File: src/rtl/xlat_pkg.sv
package xlat_pkg;
   typedef enum logic {SIDE_IF = 1'b0, SIDE_LS = 1'b1} xlat_side_e;
endpackage

File: src/rtl/xlat_cam.sv
module xlat_cam #(
   parameter int TAG_W   = 36,
   parameter int DATA_W  = 24,
   parameter int ENTRIES = 8
) (
   input  logic              clk,
   input  logic              rst_n,
   input  logic              flush,
   input  logic [TAG_W-1:0]  lk_tag,
   output logic              lk_hit,
   output logic [DATA_W-1:0] lk_data,
   input  logic              wr_en,
   input  logic [TAG_W-1:0]  wr_tag,
   input  logic [DATA_W-1:0] wr_data
);
   localparam int IDX_W = (ENTRIES > 1) ? $clog2(ENTRIES) : 1;
   localparam logic [IDX_W-1:0] LAST = IDX_W'(ENTRIES - 1);

   generate
      if (ENTRIES < 1) begin : g_bad_depth
         $error("xlat_cam needs at least one entry");
      end
   endgenerate

   logic [ENTRIES-1:0] vld_q;
   logic [TAG_W-1:0]   tag_q  [ENTRIES];
   logic [DATA_W-1:0]  data_q [ENTRIES];
   logic [IDX_W-1:0]   ptr_q;
   logic [ENTRIES-1:0] match;

   generate
      for (genvar e = 0; e < ENTRIES; e++) begin : g_cmp
         assign match[e] = vld_q[e] && (tag_q[e] == lk_tag);
      end
   endgenerate

   always_comb begin
      lk_data = '0;
      for (int e = 0; e < ENTRIES; e++) begin
         if (match[e]) lk_data = lk_data | data_q[e];
      end
   end
   assign lk_hit = |match;

   always_ff @(posedge clk) begin
      if (!rst_n) begin
         vld_q <= '0;
         ptr_q <= '0;
      end else if (flush) begin
         vld_q <= '0;
      end else if (wr_en) begin
         vld_q[ptr_q] <= 1'b1;
         ptr_q <= (ptr_q == LAST) ? '0 : ptr_q + 1'b1;
      end
   end

   always_ff @(posedge clk) begin
      if (wr_en && !flush) begin
         tag_q[ptr_q]  <= wr_tag;
         data_q[ptr_q] <= wr_data;
      end
   end

   // a page is only installed after it missed, so no tag is held twice
   assert_single_match_R8: assert property (@(posedge clk) disable iff (!rst_n)
      $onehot0(match));
endmodule

File: src/rtl/xlat_l1.sv
module xlat_l1 #(
   parameter int VPN_W    = 36,
   parameter int PFN_W    = 24,
   parameter int SMALL_N  = 8,
   parameter int LARGE_N  = 2,
   parameter int LG_SHIFT = 9
) (
   input  logic             clk,
   input  logic             rst_n,
   input  logic             flush,
   input  logic [VPN_W-1:0] lk_vpn,
   output logic             lk_hit,
   output logic [PFN_W-1:0] lk_pfn,
   input  logic             sm_wr,
   input  logic [VPN_W-1:0] sm_wr_vpn,
   input  logic [PFN_W-1:0] sm_wr_pfn,
   input  logic             lg_wr,
   input  logic [VPN_W-1:0] lg_wr_vpn,
   input  logic [PFN_W-1:0] lg_wr_pfn
);
   localparam int LG_TAG_W = VPN_W - LG_SHIFT;
   localparam int LG_FRM_W = PFN_W - LG_SHIFT;

   generate
      if (LG_SHIFT < 1 || LG_SHIFT >= PFN_W) begin : g_bad_shift
         $error("xlat_l1 large-page shift out of range");
      end
   endgenerate

   logic             sm_hit;
   logic [PFN_W-1:0] sm_pfn;
   logic             lg_hit;
   logic [LG_FRM_W-1:0] lg_frame;

   xlat_cam #(.TAG_W(VPN_W), .DATA_W(PFN_W), .ENTRIES(SMALL_N)) u_small (
      .clk(clk), .rst_n(rst_n), .flush(flush),
      .lk_tag(lk_vpn), .lk_hit(sm_hit), .lk_data(sm_pfn),
      .wr_en(sm_wr), .wr_tag(sm_wr_vpn), .wr_data(sm_wr_pfn));

   generate
      if (LARGE_N > 0) begin : g_large
         xlat_cam #(.TAG_W(LG_TAG_W), .DATA_W(LG_FRM_W), .ENTRIES(LARGE_N)) u_large (
            .clk(clk), .rst_n(rst_n), .flush(flush),
            .lk_tag(lk_vpn[VPN_W-1:LG_SHIFT]), .lk_hit(lg_hit), .lk_data(lg_frame),
            .wr_en(lg_wr), .wr_tag(lg_wr_vpn[VPN_W-1:LG_SHIFT]),
            .wr_data(lg_wr_pfn[PFN_W-1:LG_SHIFT]));
      end else begin : g_no_large
         assign lg_hit   = 1'b0;
         assign lg_frame = '0;
      end
   endgenerate

   assign lk_hit = sm_hit | lg_hit;
   assign lk_pfn = sm_hit ? sm_pfn : {lg_frame, lk_vpn[LG_SHIFT-1:0]};
endmodule

File: src/rtl/xlat_tlb2.sv
module xlat_tlb2 #(
   parameter int VA_W     = 48,
   parameter int PA_W     = 36,
   parameter int PG_BITS  = 12,
   parameter int LG_BITS  = 21,
   parameter int L1_SMALL = 8,
   parameter int L1_LARGE = 2,
   parameter int L2_N     = 16
) (
   input  logic                clk,
   input  logic                rst_n,
   input  logic                flush,
   input  logic                if_req,
   input  logic [VA_W-1:0]     if_va,
   output logic                if_hit,
   output logic [PA_W-1:0]     if_pa,
   output logic                if_miss,
   input  logic                ls_req,
   input  logic [VA_W-1:0]     ls_va,
   output logic                ls_hit,
   output logic [PA_W-1:0]     ls_pa,
   output logic                ls_miss,
   output logic                walk_req,
   output logic [VA_W-PG_BITS-1:0] walk_vpn,
   input  logic                walk_fill,
   input  logic                walk_fill_large,
   input  logic [PA_W-PG_BITS-1:0] walk_pfn
);
   import xlat_pkg::*;

   localparam int VPN_W    = VA_W - PG_BITS;
   localparam int PFN_W    = PA_W - PG_BITS;
   localparam int LG_SHIFT = LG_BITS - PG_BITS;

   generate
      if (LG_BITS <= PG_BITS || LG_BITS >= PA_W) begin : g_bad_large
         $error("xlat_tlb2 large-page size must exceed the base page");
      end
      if (PA_W > VA_W) begin : g_bad_width
         $error("xlat_tlb2 physical width exceeds virtual width");
      end
   endgenerate

   logic [VPN_W-1:0] if_vpn, ls_vpn;
   logic             if_l1_hit, ls_l1_hit;
   logic [PFN_W-1:0] if_l1_pfn, ls_l1_pfn;

   assign if_vpn = if_va[VA_W-1:PG_BITS];
   assign ls_vpn = ls_va[VA_W-1:PG_BITS];

   // walker state
   logic             busy_q;
   xlat_side_e       owner_q;
   logic [VPN_W-1:0] wvpn_q;

   logic if_blocked, ls_blocked, gnt_if, gnt_ls, any_gnt;
   logic [VPN_W-1:0] l2_tag;
   logic             l2_hit;
   logic [PFN_W-1:0] l2_pfn;
   logic             take_fill, start_walk;

   assign if_hit  = if_req &  if_l1_hit;
   assign if_miss = if_req & ~if_l1_hit;
   assign ls_hit  = ls_req &  ls_l1_hit;
   assign ls_miss = ls_req & ~ls_l1_hit;
   assign if_pa   = {if_l1_pfn, if_va[PG_BITS-1:0]};
   assign ls_pa   = {ls_l1_pfn, ls_va[PG_BITS-1:0]};

   assign if_blocked = busy_q && (owner_q == SIDE_IF);
   assign ls_blocked = busy_q && (owner_q == SIDE_LS);
   assign gnt_ls  = ls_miss & ~ls_blocked;
   assign gnt_if  = if_miss & ~if_blocked & ~gnt_ls;
   assign any_gnt = gnt_ls | gnt_if;
   assign l2_tag  = gnt_ls ? ls_vpn : if_vpn;

   assign take_fill  = busy_q & walk_fill;
   assign start_walk = any_gnt & ~l2_hit & ~busy_q;

   logic fill_if, fill_ls;
   assign fill_if = take_fill && (owner_q == SIDE_IF);
   assign fill_ls = take_fill && (owner_q == SIDE_LS);

   xlat_l1 #(.VPN_W(VPN_W), .PFN_W(PFN_W), .SMALL_N(L1_SMALL),
             .LARGE_N(L1_LARGE), .LG_SHIFT(LG_SHIFT)) u_l1_if (
      .clk(clk), .rst_n(rst_n), .flush(flush),
      .lk_vpn(if_vpn), .lk_hit(if_l1_hit), .lk_pfn(if_l1_pfn),
      .sm_wr((gnt_if & l2_hit) | (fill_if & ~walk_fill_large)),
      .sm_wr_vpn(fill_if ? wvpn_q : if_vpn),
      .sm_wr_pfn(fill_if ? walk_pfn : l2_pfn),
      .lg_wr(fill_if & walk_fill_large), .lg_wr_vpn(wvpn_q), .lg_wr_pfn(walk_pfn));

   xlat_l1 #(.VPN_W(VPN_W), .PFN_W(PFN_W), .SMALL_N(L1_SMALL),
             .LARGE_N(L1_LARGE), .LG_SHIFT(LG_SHIFT)) u_l1_ls (
      .clk(clk), .rst_n(rst_n), .flush(flush),
      .lk_vpn(ls_vpn), .lk_hit(ls_l1_hit), .lk_pfn(ls_l1_pfn),
      .sm_wr((gnt_ls & l2_hit) | (fill_ls & ~walk_fill_large)),
      .sm_wr_vpn(fill_ls ? wvpn_q : ls_vpn),
      .sm_wr_pfn(fill_ls ? walk_pfn : l2_pfn),
      .lg_wr(fill_ls & walk_fill_large), .lg_wr_vpn(wvpn_q), .lg_wr_pfn(walk_pfn));

   xlat_cam #(.TAG_W(VPN_W), .DATA_W(PFN_W), .ENTRIES(L2_N)) u_l2 (
      .clk(clk), .rst_n(rst_n), .flush(flush),
      .lk_tag(l2_tag), .lk_hit(l2_hit), .lk_data(l2_pfn),
      .wr_en(take_fill & ~walk_fill_large), .wr_tag(wvpn_q), .wr_data(walk_pfn));

   always_ff @(posedge clk) begin
      if (!rst_n) begin
         busy_q  <= 1'b0;
         owner_q <= SIDE_IF;
         wvpn_q  <= '0;
      end else if (start_walk) begin
         busy_q  <= 1'b1;
         owner_q <= gnt_ls ? SIDE_LS : SIDE_IF;
         wvpn_q  <= l2_tag;
      end else if (take_fill) begin
         busy_q  <= 1'b0;
      end
   end

   assign walk_req = busy_q;
   assign walk_vpn = wvpn_q;

   assert_flush_clears_R1: assert property (@(posedge clk) disable iff (!rst_n)
      flush |=> !if_hit && !ls_hit);
   assert_walk_hold_R5: assert property (@(posedge clk) disable iff (!rst_n)
      (walk_req && !walk_fill) |=> walk_req && $stable(walk_vpn));
   assert_walk_cause_R5: assert property (@(posedge clk) disable iff (!rst_n)
      $rose(walk_req) |-> $past(if_miss || ls_miss));
   assert_excl_if_R9: assert property (@(posedge clk) disable iff (!rst_n)
      !(if_hit && if_miss) && !(ls_hit && ls_miss));
endmodule

File: config.mk
export PLATFORM = sky130hd
export DESIGN_NAME = xlat_tlb2
export DESIGN_NICKNAME = d
export VERILOG_FILES = /design/src/rtl/xlat_pkg.sv /design/src/rtl/xlat_cam.sv /design/src/rtl/xlat_l1.sv /design/src/rtl/xlat_tlb2.sv
export SDC_FILE = /design/constraint.sdc
export NUM_CORES = 2
export LEC_CHECK = 0
export ABC_AREA = 1
export BUFFER_PORTS_ARGS = -buffer_cell sky130_fd_sc_hd__buf_4
export CORE_MARGIN = 5
export CORE_UTILIZATION = 35
export DETAILED_ROUTE_END_ITERATION = 8
export HOLD_SLACK_MARGIN = 0.15
export RECOVER_POWER = 100
export SETUP_SLACK_MARGIN = 0.02
export SYNTH_ARGS = -nofsm -noshare
export SYNTH_HDL_FRONTEND = slang
export SYNTH_HIERARCHICAL = 1
export SYNTH_SLANG_ARGS = --single-unit
export TNS_END_PERCENT = 1
File: constraint.sdc
create_clock -name clk -period 12.8 [get_ports clk]
set_clock_uncertainty 0.05 [all_clocks]
set_input_delay 2.56 -clock clk [delete_from_list [all_inputs] [get_ports clk]]
set_output_delay 2.56 -clock clk [all_outputs]
set_load 0.005 [all_outputs]
==> results.yml <==
flow_run:
  cap_violations: 100
power_and_ir_drop:
  power_density_mw_per_mm2: 144
  leakage_nw: 43.6
  ir_drop_mv: 0.111
finish:
  postLayoutCoreUtil: 0.397
  drive_gt1_frac: 0.0963
  layout.cells.non_filler: 13900
  final.fill_count: 27000
  design_area_mm2: 0.111
  area_delta_synth_final_pct: 12.9
  final_nets: 10100
sta:
  final_max_slew_viol_count: 2371
  period_share: 0.892
  fin_crit_ns: 11.42
  rsz0062_at_grt: "no"
  relSlewSlack: -1.94
  setup_viol: 0
  worst_pin_slew_ns: 4.41
  max_freq_mhz: 87.6
  hold_viol: 0
  fin_ws_ns: 1.38
  fin_tns_setup_ns: 0
setup_path:
  critPathKind: "input port to output pin"
  worstPathRequired_ns: 10.19
  crit_top_cell: "nand2_1"
  path_buf_inv: 4
  slowest_stage: "nor2_1"
  crit_family: "simple AND/OR/NAND/NOR gates"
  worstSetupStartpointType: "input port"
  end_kind: "output pin"
  crit_arrival_ns: 8.81
  cp_cell_sequence: "buf_4 > inv_1 > nand2_1 > o21ai_0 > nor2_1 > nand2_1 > nor2_1 > nand2_1 > nor2_1 > nand2_1 > nand2_1 > nor2_1 > nand2_1 > clkbuf_1 > or2_2 > nor2_1 > clkbuf_4"
  cp_max_fo: 26
  slowest_delay_ns: 1.98
synth:
  syn-num-nets: 9786
  yosys_warnings: 6
  postSynthAreaPerCell_um2: 10.2
  ys_ff_latch: 2174
  synth_cell_types: 40
  syn-cell-area_mm2: 0.0985
  synth_ff_type: "edfxtp_1"
  seq_area_frac_synth: 0.654
  syn_inst: 9651
  synthArstFlopShare: 0
  synth-edff-count: 2088
detailed_routing:
  drc_errors: 0
  first_pass_iters: 6
  antenna_left: 0
  dr_total_vias: 74400
  drt-initial-drc-count: 10700
  vias_per_cell: 5.36
  wl_mm: 389
  avgRoutedWirePerCell_um: 28.0
floorplan:
  ioPinCount: 240
  die_w_um: 541
  placement_rows: 194
  start_util: 0.352
  core_mm2: 0.280
  die-area_mm2: 0.292
  die_y_um: 541
run_status:
  failed_checks: "max-capacitance violations, max-slew violations"
  status: "finished with violations"
clock_network:
  hold_buffers: 0
  cts_buffers: 234
  cts.htree.levels: 4
  clk_latency_ns: 0.92
  clock-sinks: 2174
  postCtsSetupRepairBufs: 0
  clockBufferDepth: 4
  path_clk_slew_ns: 0.06
  cts-root-buf: "clkbuf_16"
  cts_tree: "done"
  cts_resized: 0
global_route:
  grt-ovfl-total: 0
  grt_pass1_wl_mm: 534
  grt_max_degree: 84
  antenna_found_initial: 40
  grt_pass1_vias: 69400
  grt.total_usage: 0.256
place:
  place.gp.congestion: 0.970
  place_ws_ns: 1.70
  port_buffers: 191
  dp_hpwl_mm: 260
  placed_area_mm2: 0.104
  dpl.cell_count: 13400
worst_hold_path:
  hold_path.class: "flop to flop"
-- logic make-up (layout without fill, tap and decap cells) --
kind of cell             count (synthesis)  count (layout)  synth area share
AND/OR/NAND/NOR                       5052            5052             0.216
flip-flops                            2174            2174             0.654
buffers and inverters                 1413            1901            0.0657
AO/OA/AOI/OAI                          712             712            0.0373
XOR/XNOR                               292             292            0.0260
adder cells (fa/ha/maj)                  8               8           0.00102
other                                    0              20                 0
-- per-layer routing --
metal,wire [µm],track usage,vias up,share of wire
met5,60,0,-,0.00015
met4,23000,0.129,10,0.059
met3,40300,0.0488,954,0.10
met2,176000,0.406,4505,0.45
met1,150000,0.337,36400,0.38
li1,-,-,32600,-
-- cell type report --
cell class / count / area (µm²) / area share
Antenna cell: 20 / 50.0 / 0.000450
Clock buffer: 277 / 6100 / 0.0548
Clock inverter: 151 / 1540 / 0.0139
Inverter: 1028 / 3880 / 0.0349
Multi-Input combinational cell: 6064 / 27700 / 0.249
Sequential cell: 2174 / 64400 / 0.579
Tap cell: 3724 / 4660 / 0.0419
Timing Repair Buffer: 445 / 2860 / 0.0257
-- layout by cell type (no fill, tap or decap), types with 6 or more instances in the layout --
cell type / count
a21oi_1: 111
buf_12: 10
buf_4: 223
bufinv_16: 30
clkbuf_1: 197
clkbuf_16: 236
clkbuf_4: 50
clkinv_1: 54
clkinv_2: 54
clkinv_4: 6
clkinvlp_4: 12
dfxtp_1: 86
diode_2: 20
edfxtp_1: 2088
ha_1: 8
inv_1: 908
inv_2: 106
nand2_1: 2978
nand2_2: 56
nand3_1: 881
nand3_2: 21
nand4_1: 103
nor2_1: 829
nor2_2: 40
nor2_4: 55
nor3_1: 17
o21ai_0: 411
o21ai_1: 106
o22ai_1: 78
or2_1: 7
or2_2: 56
xnor2_1: 183
xor2_1: 109
-- sequential cells by signal (all words and copies together), names as in the netlist, 4 cells and up --
register,count
u_l2/tag_q,576
u_l2/data_q,384
u_l1_if/u_small/tag_q,288
u_l1_ls/u_small/tag_q,288
u_l1_if/u_small/data_q,192
u_l1_ls/u_small/data_q,192
u_l1_if/g_large.u_large/tag_q,54
u_l1_ls/g_large.u_large/tag_q,54
walk_vpn,36
u_l1_if/g_large.u_large/data_q,30
u_l1_ls/g_large.u_large/data_q,30
u_l2/vld_q,16
u_l1_if/u_small/vld_q,8
u_l1_ls/u_small/vld_q,8
u_l2/ptr_q,4
-- stage by stage --
stage          hold slack (ns)  total power (W)
2_1_floorplan            0.377          0.00854
3_3_place_gp             0.384          0.00924
3_5_place_dp             0.391          0.00924
4_1_cts                  0.399           0.0161
5_1_grt                  0.423           0.0164
6_report                 0.414           0.0160
-- power breakdown --
group	internal, W	switching, W
Clock	0.00399	0.00291
Combinational	0.000227	0.000976
Sequential	0.00787	0.0000397
-- worst min-delay path: stages, from the launching register on --
cell and delay [ns]:
dfxtp_1 0.31, inv_2 0.05, a21oi_1 0.05
-- synthesized netlist by cell type (4+ instances only) --
| cell type | number | area, µm² |
|---|---|---|
| buf_6 | 57 | 642 |
| buf_2 | 175 | 876 |
| nor2_2 | 41 | 257 |
| nand2_2 | 66 | 413 |
| nand3_1 | 881 | 4410 |
| xnor2_1 | 183 | 1600 |
| nand4_1 | 103 | 644 |
| nand2_1 | 2968 | 11100 |
| o21ai_1 | 113 | 566 |
| clkbuf_1 | 36 | 135 |
| inv_1 | 904 | 3390 |
| a21oi_1 | 111 | 556 |
| nor2_8 | 4 | 80.1 |
| or2_1 | 7 | 43.8 |
| o21ai_0 | 404 | 2020 |
| nor2_4 | 41 | 462 |
| nor3_1 | 17 | 85.1 |
| ha_1 | 8 | 100 |
| xor2_1 | 109 | 955 |
| dfxtp_1 | 86 | 1720 |
| nand3_2 | 21 | 210 |
| or2_2 | 56 | 350 |
| buf_4 | 103 | 773 |
| buf_8 | 10 | 150 |
| inv_2 | 120 | 450 |
| o22ai_1 | 78 | 488 |
| nor2_1 | 842 | 3160 |
| edfxtp_1 | 2088 | 62700 |
-- path summary, 6_finish.rpt --
path,startpoint,endpoint,slack [ns],cells after the start
worst max-delay path,if_va[29],if_miss,1.38,17
worst min-delay path,u_l1_if/g_large.u_large/vld_q[1],u_l1_if/g_large.u_large/vld_q[1],0.41,2
worst max register to register,u_l1_ls/u_small/tag_q[4][21],u_l1_if/u_small/data_q[7][15],3.80,35
worst min register to register,u_l1_if/g_large.u_large/vld_q[1],u_l1_if/g_large.u_large/vld_q[1],0.41,2
Note: power is estimated with default switching activity, not from simulation.
